==> src/rtl/exc_seq_pkg.sv <==
package exc_seq_pkg;

    localparam int IDX_W     = 4;
    localparam int FLAG_IDIS = 2;
    localparam int FLAG_BRK  = 4;
    localparam logic [7:0] IDIS_MASK = 8'(1 << FLAG_IDIS);
    localparam logic [7:0] BRK_MASK  = 8'(1 << FLAG_BRK);

    typedef enum logic [2:0] {
        ST_IDLE,
        ST_WAIT,
        ST_PUSH,
        ST_VEC,
        ST_RSP,
        ST_PULL,
        ST_FETCH
    } seq_state_e;

    typedef enum logic [1:0] {
        KIND_RESET,
        KIND_IRQ,
        KIND_BRK,
        KIND_RET
    } seq_kind_e;

    typedef struct packed {
        seq_state_e       state;
        seq_kind_e        kind;
        logic [IDX_W-1:0] idx;
    } seq_ctl_t;

    // flags as they are written to the stack
    function automatic logic [7:0] pushed_flags(input logic [7:0] s, input logic is_brk);
        return is_brk ? (s | BRK_MASK) : (s & ~BRK_MASK);
    endfunction

    // flags handed back to the core after an entry
    function automatic logic [7:0] entry_flags(input logic [7:0] s);
        return (s | IDIS_MASK) & ~BRK_MASK;
    endfunction

endpackage

==> src/rtl/exc_seq_ctrl.sv <==
module exc_seq_ctrl
    import exc_seq_pkg::*;
#(
    parameter int PC_BYTES = 4
) (
    input  logic     clk,
    input  logic     rst,
    input  logic     go,
    input  logic     req_reset,
    input  logic     req_irq,
    input  logic     req_brk,
    input  logic     req_rti,
    input  logic     req_wait,
    input  logic     idis,
    output seq_ctl_t ctl
);

    localparam logic [IDX_W-1:0] LAST_VEC  = IDX_W'(PC_BYTES - 1);
    localparam logic [IDX_W-1:0] LAST_XFER = IDX_W'(PC_BYTES);

    seq_ctl_t nxt;

    always_comb begin
        nxt = ctl;
        unique case (ctl.state)
            ST_IDLE: begin
                nxt.idx = '0;
                if (req_reset) begin
                    nxt.state = ST_VEC;
                    nxt.kind  = KIND_RESET;
                end else if (req_brk) begin
                    nxt.state = ST_PUSH;
                    nxt.kind  = KIND_BRK;
                end else if (req_rti) begin
                    nxt.state = ST_RSP;
                    nxt.kind  = KIND_RET;
                end else if (req_irq && !idis) begin
                    nxt.state = ST_PUSH;
                    nxt.kind  = KIND_IRQ;
                end else if (req_wait) begin
                    nxt.state = ST_WAIT;
                end
            end
            ST_WAIT: begin
                nxt.idx = '0;
                if (req_reset) begin
                    nxt.state = ST_VEC;
                    nxt.kind  = KIND_RESET;
                end else if (req_irq) begin
                    nxt.state = idis ? ST_IDLE : ST_PUSH;
                    nxt.kind  = KIND_IRQ;
                end
            end
            ST_PUSH: begin
                if (ctl.idx == LAST_XFER) begin
                    nxt.state = ST_VEC;
                    nxt.idx   = '0;
                end else begin
                    nxt.idx = ctl.idx + 1'b1;
                end
            end
            ST_VEC: begin
                if (ctl.idx == LAST_VEC) begin
                    nxt.state = ST_FETCH;
                end else begin
                    nxt.idx = ctl.idx + 1'b1;
                end
            end
            ST_RSP: begin
                nxt.state = ST_PULL;
                nxt.idx   = '0;
            end
            ST_PULL: begin
                if (ctl.idx == LAST_XFER) begin
                    nxt.state = ST_FETCH;
                end else begin
                    nxt.idx = ctl.idx + 1'b1;
                end
            end
            ST_FETCH: nxt.state = ST_IDLE;
            default:  nxt.state = ST_IDLE;
        endcase
    end

    always_ff @(posedge clk) begin
        if (rst) begin
            ctl <= '{state: ST_IDLE, kind: KIND_RESET, idx: '0};
        end else if (go) begin
            ctl <= nxt;
        end
    end

    // the transfer counter never runs past the last byte of a phase
    assert_idx_bound_R2: assert property (@(posedge clk) disable iff (rst)
        ctl.idx <= LAST_XFER);

endmodule

==> src/rtl/exc_seq_regs.sv <==
module exc_seq_regs
    import exc_seq_pkg::*;
#(
    parameter int ADDR_W   = 32,
    parameter int PC_BYTES = 4,
    parameter int BRK_LEN  = 2
) (
    input  logic              clk,
    input  logic              rst,
    input  logic              go,
    input  seq_ctl_t          ctl,
    input  logic              req_brk,
    input  logic [ADDR_W-1:0] cur_pc,
    input  logic [7:0]        cur_status,
    input  logic [7:0]        cur_sp,
    input  logic [7:0]        din,
    output logic [ADDR_W-1:0] ret_pc,
    output logic [ADDR_W-1:0] new_pc,
    output logic [7:0]        flags,
    output logic [7:0]        sp
);

    localparam logic [IDX_W-1:0] LAST_XFER = IDX_W'(PC_BYTES);

    logic [PC_BYTES-1:0] byte_ld;

    // one load strobe per program counter byte: vector read or pull
    for (genvar b = 0; b < PC_BYTES; b++) begin : g_ld
        assign byte_ld[b] = go &&
            ((ctl.state == ST_VEC  && ctl.idx == IDX_W'(b)) ||
             (ctl.state == ST_PULL && ctl.idx == IDX_W'(b + 1)));
    end

    always_ff @(posedge clk) begin
        if (rst) begin
            new_pc <= '0;
        end else begin
            for (int b = 0; b < PC_BYTES; b++) begin
                if (byte_ld[b]) new_pc[8*b +: 8] <= din;
            end
        end
    end

    always_ff @(posedge clk) begin
        if (rst) begin
            ret_pc <= '0;
            flags  <= '0;
            sp     <= '0;
        end else if (go) begin
            unique case (ctl.state)
                ST_IDLE, ST_WAIT: begin
                    ret_pc <= cur_pc +
                        ((ctl.state == ST_IDLE && req_brk) ? ADDR_W'(BRK_LEN) : '0);
                    flags  <= cur_status;
                    sp     <= cur_sp;
                end
                ST_PUSH: sp <= sp - 8'd1;
                ST_RSP:  sp <= sp + 8'd1;
                ST_PULL: begin
                    if (ctl.idx == '0) flags <= din;
                    if (ctl.idx != LAST_XFER) sp <= sp + 8'd1;
                end
                default: ;
            endcase
        end
    end

    // a pulled flags byte is only taken in the first pull cycle
    assert_pull_flags_R7: assert property (@(posedge clk) disable iff (rst)
        (go && ctl.state == ST_PULL && ctl.idx != '0) |=> $stable(flags));

endmodule

==> src/rtl/exc_seq_bus.sv <==
module exc_seq_bus
    import exc_seq_pkg::*;
#(
    parameter int               ADDR_W     = 32,
    parameter int               PC_BYTES   = 4,
    parameter logic [7:0]       STACK_PAGE = 8'h01,
    parameter logic [ADDR_W-1:0] VEC_RESET = '0,
    parameter logic [ADDR_W-1:0] VEC_IRQ   = '0
) (
    input  seq_ctl_t          ctl,
    input  logic [ADDR_W-1:0] ret_pc,
    input  logic [ADDR_W-1:0] new_pc,
    input  logic [7:0]        flags,
    input  logic [7:0]        sp,
    output logic [ADDR_W-1:0] addr_o,
    output logic [7:0]        dout_o,
    output logic              we_o
);

    logic [ADDR_W-1:0] stack_addr;
    logic [ADDR_W-1:0] vec_base;
    logic [7:0]        push_byte;

    assign stack_addr = {{(ADDR_W-16){1'b0}}, STACK_PAGE, sp};
    assign vec_base   = (ctl.kind == KIND_RESET) ? VEC_RESET : VEC_IRQ;

    // return address goes out most significant byte first
    always_comb begin
        push_byte = pushed_flags(flags, ctl.kind == KIND_BRK);
        for (int b = 0; b < PC_BYTES; b++) begin
            if (ctl.idx == IDX_W'(PC_BYTES - 1 - b)) push_byte = ret_pc[8*b +: 8];
        end
    end

    always_comb begin
        addr_o = '0;
        dout_o = '0;
        we_o   = 1'b0;
        unique case (ctl.state)
            ST_PUSH: begin
                addr_o = stack_addr;
                dout_o = push_byte;
                we_o   = 1'b1;
            end
            ST_RSP, ST_PULL: addr_o = stack_addr;
            ST_VEC:          addr_o = vec_base + ADDR_W'(ctl.idx);
            ST_FETCH:        addr_o = new_pc;
            default: ;
        endcase
    end

endmodule

==> src/rtl/exc_sequencer.sv <==
module exc_sequencer
    import exc_seq_pkg::*;
#(
    parameter int                ADDR_W     = 32,
    parameter int                BRK_LEN    = 2,
    parameter logic [7:0]        STACK_PAGE = 8'h01,
    parameter logic [ADDR_W-1:0] VEC_RESET  = {ADDR_W{1'b1}} - ADDR_W'(7),
    parameter logic [ADDR_W-1:0] VEC_IRQ    = {ADDR_W{1'b1}} - ADDR_W'(3)
) (
    input  logic              clk,
    input  logic              rst,
    input  logic              bus_ready,
    input  logic              req_reset,
    input  logic              req_irq,
    input  logic              req_brk,
    input  logic              req_rti,
    input  logic              req_wait,
    input  logic [ADDR_W-1:0] cur_pc,
    input  logic [7:0]        cur_status,
    input  logic [7:0]        cur_sp,
    input  logic [7:0]        din,
    output logic [ADDR_W-1:0] addr_o,
    output logic [7:0]        dout_o,
    output logic              we_o,
    output logic              rdy_o,
    output logic              busy_o,
    output logic              done_o,
    output logic [ADDR_W-1:0] pc_o,
    output logic [7:0]        status_o,
    output logic [7:0]        sp_o
);

    localparam int PC_BYTES = ADDR_W / 8;
    localparam logic [IDX_W-1:0] LAST_VEC = IDX_W'(PC_BYTES - 1);

    seq_ctl_t          ctl;
    logic [ADDR_W-1:0] ret_pc;
    logic [ADDR_W-1:0] new_pc;
    logic [7:0]        flags;
    logic [7:0]        sp;

    exc_seq_ctrl #(.PC_BYTES(PC_BYTES)) u_ctrl (
        .clk       (clk),
        .rst       (rst),
        .go        (bus_ready),
        .req_reset (req_reset),
        .req_irq   (req_irq),
        .req_brk   (req_brk),
        .req_rti   (req_rti),
        .req_wait  (req_wait),
        .idis      (cur_status[FLAG_IDIS]),
        .ctl       (ctl)
    );

    exc_seq_regs #(.ADDR_W(ADDR_W), .PC_BYTES(PC_BYTES), .BRK_LEN(BRK_LEN)) u_regs (
        .clk        (clk),
        .rst        (rst),
        .go         (bus_ready),
        .ctl        (ctl),
        .req_brk    (req_brk),
        .cur_pc     (cur_pc),
        .cur_status (cur_status),
        .cur_sp     (cur_sp),
        .din        (din),
        .ret_pc     (ret_pc),
        .new_pc     (new_pc),
        .flags      (flags),
        .sp         (sp)
    );

    exc_seq_bus #(
        .ADDR_W     (ADDR_W),
        .PC_BYTES   (PC_BYTES),
        .STACK_PAGE (STACK_PAGE),
        .VEC_RESET  (VEC_RESET),
        .VEC_IRQ    (VEC_IRQ)
    ) u_bus (
        .ctl    (ctl),
        .ret_pc (ret_pc),
        .new_pc (new_pc),
        .flags  (flags),
        .sp     (sp),
        .addr_o (addr_o),
        .dout_o (dout_o),
        .we_o   (we_o)
    );

    assign rdy_o    = (ctl.state != ST_WAIT);
    assign busy_o   = (ctl.state != ST_IDLE) && (ctl.state != ST_WAIT);
    assign done_o   = (ctl.state == ST_FETCH) && bus_ready;
    assign pc_o     = new_pc;
    assign sp_o     = sp;
    assign status_o = (ctl.kind == KIND_RET) ? (flags & ~BRK_MASK) : entry_flags(flags);

    assert_push_desc_R10: assert property (@(posedge clk) disable iff (rst)
        (we_o && bus_ready) |=> (!we_o || addr_o[7:0] == $past(addr_o[7:0]) - 8'd1));

    assert_stack_page_R2: assert property (@(posedge clk) disable iff (rst)
        we_o |-> addr_o[ADDR_W-1:8] == {{(ADDR_W-16){1'b0}}, STACK_PAGE});

    assert_hold_bus_R11: assert property (@(posedge clk) disable iff (rst)
        (!bus_ready) |=> ($stable(addr_o) && $stable(we_o) && $stable(dout_o) && $stable(pc_o)));

    assert_no_done_held_R11: assert property (@(posedge clk) disable iff (rst)
        !bus_ready |-> !done_o);

    assert_wait_quiet_R9: assert property (@(posedge clk) disable iff (rst)
        !rdy_o |-> (!we_o && !busy_o));

    assert_vec_ascend_R5: assert property (@(posedge clk) disable iff (rst)
        (ctl.state == ST_VEC && bus_ready && ctl.idx != LAST_VEC) |=> addr_o == $past(addr_o) + ADDR_W'(1));

    assert_done_single_R6: assert property (@(posedge clk) disable iff (rst)
        done_o |=> !done_o);

endmodule

==> config.mk <==
export PLATFORM = sky130hd
export DESIGN_NAME = exc_sequencer
export DESIGN_NICKNAME = d
export VERILOG_FILES = /design/src/rtl/exc_seq_pkg.sv /design/src/rtl/exc_seq_ctrl.sv /design/src/rtl/exc_seq_regs.sv /design/src/rtl/exc_seq_bus.sv /design/src/rtl/exc_sequencer.sv
export SDC_FILE = /design/constraint.sdc
export NUM_CORES = 1
export LEC_CHECK = 0
export ABC_AREA = 1
export BUFFER_PORTS_ARGS = -buffer_cell sky130_fd_sc_hd__buf_2
export CORE_MARGIN = 2
export CORE_UTILIZATION = 50
export CTS_BUF_LIST = sky130_fd_sc_hd__clkbuf_4
export CTS_CLUSTER_SIZE = 20
export DETAILED_ROUTE_END_ITERATION = 16
export GPL_TIMING_DRIVEN = 0
export PLACE_DENSITY = 0.77
export SETUP_SLACK_MARGIN = 0.4
export SLEW_MARGIN = 30
export SYNTH_ARGS = -nofsm -noshare
export SYNTH_HDL_FRONTEND = slang
export SYNTH_SLANG_ARGS = --single-unit
==> constraint.sdc <==
create_clock -name clk -period 3.2 [get_ports clk]
set_input_delay 0.16 -clock clk [delete_from_list [all_inputs] [get_ports clk]]
set_output_delay 0.16 -clock clk [all_outputs]
set_load 0.005 [all_outputs]
== After elaboration in Yosys (flattened, before gate mapping) ==
Index checks and enable logic that the tools add are counted.

* Add/sub/neg operators: 5
* Equal/unequal tests: 24
* Multiplexer cells: 33
* Reductions and logical operators: 38

{| class="wikitable"
|+ Operators by type and width
! operator !! number
|-
| $pmux W32 S3 || 1
|-
| $mux W8 || 7
|-
| $add A32 B32 Y32 || 1
|-
| $add A32 B4 Y32 || 1
|-
| $pmux W8 S4 || 1
|-
| $mux W5 || 6
|-
| $mux W3 || 7
|-
| $pmux W3 S6 || 1
|-
| $logic_and A1 B1 Y1 || 16
|-
| $pmux W4 S4 || 1
|-
| $pmux W8 S2 || 1
|-
| $mux W4 || 3
|-
| $ne A2 B2 Y1 const B || 5
|-
| $eq A3 B3 Y1 const B || 3
|-
| $add A8 B1 Y8 const B || 1
|-
| $eq A4 B2 Y1 const B || 2
|-
| $reduce_and A4 Y1 || 2
|-
| $reduce_bool A4 Y1 || 2
|-
| $sub A8 B1 Y8 const B || 1
|-
| $eq A3 B2 Y1 const B || 2
|-
| $mux W2 || 3
|-
| $ne A6 B5 Y1 const B || 1
|-
| $reduce_and A3 Y1 || 2
|-
| $reduce_and A6 Y1 || 1
|-
| other kinds (22) || 29
|}

* Register bits after elaboration: 89
* Output and inout bits: 92
* Word-level logic and storage cells: 110

== Depth between registers and ports, before layout ==
* Word-level depth: 7
* Gate-level depth with buffers: 17
* Depth with buffers taken out: 16

== Modules after synthesis ==
A second synthesis with hierarchy kept.

* Cells, all modules: 975
* Area total of the unflattened synthesis: 6,073.3 µm²

{| class="wikitable"
|+ By module, submodules not included
! module !! instances !! cells each !! area an instance (µm²)
|-
| exc_seq_regs || 1 || 649 || 4,386.7
|-
| exc_seq_bus || 1 || 183 || 872.1
|-
| exc_seq_ctrl || 1 || 132 || 764.5
|-
| exc_sequencer || 1 || 11 || 50.0
|}

== Worst setup path before layout ==
Ideal clock, no wire load.

* Path kind: register -> register
* From: reg u_ctrl.ctl[8] (netlist name)
* To: reg u_regs.ret_pc[27]
* Setup time: 0.113 ns
* Arrival: 2.252 ns
* Required time: 3.087 ns
* Path slack: 0.835 ns
* Cell stages (with the launch flop): 18
* Path buffers: 1
* Clock period less this slack: 2.365 ns
* Cells stage by stage: dfxtp_1 buf_4 nor2_1 nand2_1 nor2_1 ha_1 ha_1 nand2_1 nor2_2 nand2_1 nor2_2 nand2_1 nor3_2 nand2_1 o21ai_0 nand2_1 o21ai_1 inv_1

* Cells in the longest elaborated chain, start to end: 4

{| class="wikitable"
|+ Ends and longest elaborated chain
! what !! line !! RTL
|-
| $logic_not A3 Y1 || exc_seq_regs.sv:50, exc_seq_regs.sv:53 ||
|-
| $logic_and A1 B1 Y1 || exc_seq_regs.sv:53 || <nowiki>((ctl.state == ST_IDLE && req_brk) ? ADDR_W'(BRK_LEN) : '0);</nowiki>
|-
| $mux W2 || exc_seq_regs.sv:53 ||
|-
| $add A32 B32 Y32 || exc_seq_regs.sv:52 || <nowiki>ret_pc <= cur_pc +</nowiki>
|-
| end signal, assigned || exc_seq_regs.sv:52 ||
|-
| end, declared || exc_seq_regs.sv:17 || <nowiki>output logic [ADDR_W-1:0] ret_pc,</nowiki>
|}

Parallel ways exist; a longest one is shown, timed or not.
A chain may end at the register's enable or synchronous reset.

== Final worst setup path ==
* From: reg u_ctrl.ctl[8] (netlist name)
* To: reg u_regs.ret_pc[31]

* Cells in the longest elaborated chain, start to end: 4

{| class="wikitable"
|+ Ends and longest elaborated chain
! what !! line
|-
| $logic_not A3 Y1 || exc_seq_regs.sv:50, exc_seq_regs.sv:53
|-
| $logic_and A1 B1 Y1 || exc_seq_regs.sv:53
|-
| $mux W2 || exc_seq_regs.sv:53
|-
| $add A32 B32 Y32 || exc_seq_regs.sv:52
|}

Parallel ways exist; a longest one is shown, timed or not.

==> results_dict.tcl <==
set metrics [dict create \
    postSynth.asyncResetShare_pct 0 \
    hold_path.startpoint "rst" \
    drc 0 \
    endpoint_kind "register" \
    synth_nets 934 \
    p_leak_nw 3.54 \
    antenna_found_initial 1 \
    relSlewSlack_pct 57.0 \
    hp-class "in2reg" \
    initial_core_util_pct 50.8 \
    clock_skew_ns 0.0206 \
    yosysWarnings 0 \
    clock_sinks 88 \
    start_kind "register" \
    finalWeightedCongestion 0.911 \
    grt_max_degree 17 \
    coreArea_um2 10800 \
    die_height_um 109 \
    synth_common_cells "172 x nand2_1, 137 x nor2_1, 100 x inv_1" \
    fmax_mhz 378 \
    switching_power_mw 1.34 \
    worst_slew_pin_slew_ns 0.645 \
    viasPerCell 5.27 \
    wl_per_cell_um 14.1 \
    layout.nets 1112 \
    cts_tree "done" \
    synth_flop_cell "dfxtp_1" \
    syn-instance-count 861 \
    reg2regPathDepth 16 \
    hold_viol 0 \
    cts_buffers 9 \
    cts_buffer_depth 2 \
    setup_viol 0 \
    cap_violations 0 \
    arrival_ns 3.01 \
    drt-initial-drc-count 408 \
    first_pass_iters 6 \
    ys_top_cells_by_area "dfxtp_1 32%, nand2_1 12%, nor2_1 9.4%, o21ai_0 8.6%, inv_1 6.8%" \
    htreeDepth 3 \
    max_stage_delay_ns 0.37 \
    r2r_slack_ns 0.55 \
    synth_edf_count 0 \
    root_buffer "clkbuf_4" \
    ys_ff_latch 88 \
    yosysMostFrequentCell "nand2_1" \
    clk_latency_ns 0.46 \
    synth-seq-area-share_pct 32.1 \
    fin_crit_ns 2.65 \
    ant_nets 0 \
    die_x_um 109 \
    netlist.area_leader.share_pct 32.1 \
    num_io_pins 156 \
    grt_use_total_pct 28.6 \
    worst-setup-path-type "reg2reg" \
    finalWirelength_mm 16.7 \
    syn_avg_cell_area_um2 6.37 \
    status "finished, final reports clean" \
    grt_pass1_vias 5669 \
    finalSetupTns_ns 0 \
    power_switching_share_pct 37.7 \
    io_buffers 153 \
    grt_first_pass_wirelength_mm 26.8 \
    fin_crit_sh_pct 82.7 \
    yosys.area.top_type "dfxtp_1" \
    final_max_slew_viol_count 0 \
    cp.required_ns 3.56 \
    synth_cell_type_count 41 \
    area_growth_pct 24.7 \
    drive_gt1_share_pct 22.7 \
    setup_ws_ns 0.552 \
    rsz0062_at_grt "yes" \
    timing.rr.start "u_ctrl.ctl[8]" \
    pwr-share-clk_pct 25.4 \
    internal_power_mw 2.22 \
    max-vdd-ir-drop_v 0.000262 \
    vias 6248 \
    p_seq_share_pct 37.1 \
    path_cells "buf_4 > nor2_2 > nand2_2 > nor2_4 > ha_4 > ha_1 > nand2_1 > inv_1 > nand2_1 > nor2_1 > nand3_1 > nor3_1 > or2_2 > nand3_1 > o211ai_1 > inv_1" \
    reg2reg_to "u_regs.ret_pc[31]" \
    dp_hpwl_mm 12.7 \
    combPwrFrac_pct 37.5 \
    synth_area_um2 5490 \
    rows 38 \
    grt_overflow 0 \
    path_max_fanout 10 \
    p_per_area_nw_per_um2 520 \
    place_ws_ns 0.336 \
    slowest_stage "dfxtp_2" \
    clk_pin_slew_ns 0.15 \
    critPathCapture "u_regs.ret_pc[31]" \
    cp-startpoint "u_ctrl.ctl[8]" \
    hold-worst-slack_ns 0.00685 \
    die-area_um2 11800 \
]
[kinds of logic (layout without fill, tap and decap cells)]
family	count (synthesis)	count (layout)	synth area share [%]
AND/OR/NAND/NOR	409	409	32.0
AO/OA/AOI/OAI	187	187	19.5
buffers and inverters	147	330	11.1
flip-flops	88	88	32.1
XOR/XNOR	20	20	3.19
adder cells (fa/ha/maj)	9	9	2.05
other	1	2	0.0684
[placed cells by master (no fill, tap or decap), types with 3 or more instances in the layout]
cell / instances
a211oi_1: 6
a21oi_1: 37
a31oi_1: 10
buf_2: 161
buf_4: 9
bufinv_16: 4
clkbuf_1: 20
clkbuf_4: 9
dfxtp_1: 87
dlygate4sd3_1: 13
ha_1: 8
inv_1: 100
inv_2: 8
nand2_1: 167
nand2_2: 13
nand3_1: 47
nand4_1: 8
nor2_1: 135
nor2_2: 9
nor2_4: 5
nor3_1: 12
o211ai_1: 20
o21ai_0: 94
o21ai_1: 4
o221ai_1: 3
o22ai_1: 3
or2_2: 5
xnor2_1: 8
xor2_1: 12
[worst max-delay path, delay by kind of cell (launching register included)]
family                     cells  cell delay (ns)
AOI/OAI and AO/OA              1             0.10
buffers and inverters          3             0.35
and+or+nand+nor               10             1.41
DFF                            1             0.37
adders and majority gates      2             0.33
[power groups by stage]
stage	logic, mW	clock network (mW)	registers [mW]
final	1.33	0.903	1.32
after global routing	1.50	0.950	1.33
after CTS	1.31	0.908	1.32
after detailed placement	1.28	0	1.34
after global placement	1.27	0	1.34
after floorplan	0.886	0	1.32
[how the worst min path moves through the flow]
| stage | endpoint | slack, ns | depth (start not counted) |
|---|---|---|---|
| CTS | u_regs.new_pc[27] | 0.0002 | 3 |
| global route | u_regs.sp[1] | 0.008 | 3 |
| global placement | u_regs.ret_pc[0] | 0.40 | 3 |
| detailed placement | u_regs.ret_pc[0] | 0.41 | 3 |
| floorplan | u_regs.ret_pc[0] | 0.29 | 2 |
| finish | u_regs.ret_pc[6] | 0.007 | 4 |
[final cells by class]
class                   instances  area [um2]
inverters                     108         405
flip-flops and latches         88        1760
repair buffers                167         903
clock inverters                 7         149
fillers                      1040        3950
well taps                     140         175
plain buffers                  39         201
clock buffers                   9        67.6
multi-input cells             626        3170
diodes                          1        2.50
[registers in the layout, indices dropped and copies added (netlist names)]
signal,count
u_ctrl.ctl,9
u_regs.ret_pc,32
u_regs.flags,7
u_regs.new_pc,32
u_regs.sp,8
[per-stage QoR]
stage | power [mW] | cells | area (um2) | util, %
after floorplan | 2.21 | 861 | 5490 | -
after global placement | 2.61 | 1154 | 6430 | 59.5
after detailed placement | 2.63 | 1154 | 6430 | 59.5
after CTS | 3.54 | 1183 | 6790 | 62.9
after global routing | 3.79 | 1185 | 6840 | 63.4
final | 3.55 | 1185 | 6840 | 63.4
[per-layer routing]
| layer | global-route usage [%] | vias to the layer above | wire (um) |
|---|---|---|---|
| met4 | 11.4 | 0 | 476 |
| met5 | 0 | - | 0 |
| met3 | 3.41 | 39 | 1090 |
| met2 | 50.9 | 264 | 8310 |
| met1 | 35.1 | 2775 | 6810 |
| li1 | - | 3170 | - |
[timing repair]
item	CTS	global route
setup endpoints to repair	2	14
gates resized for setup	5	12
hold buffers	13	0
endpoints found under the hold margin	13	0
setup buffers	0	1
pin swaps	2	3
Note: power is estimated with default switching activity, not from simulation.
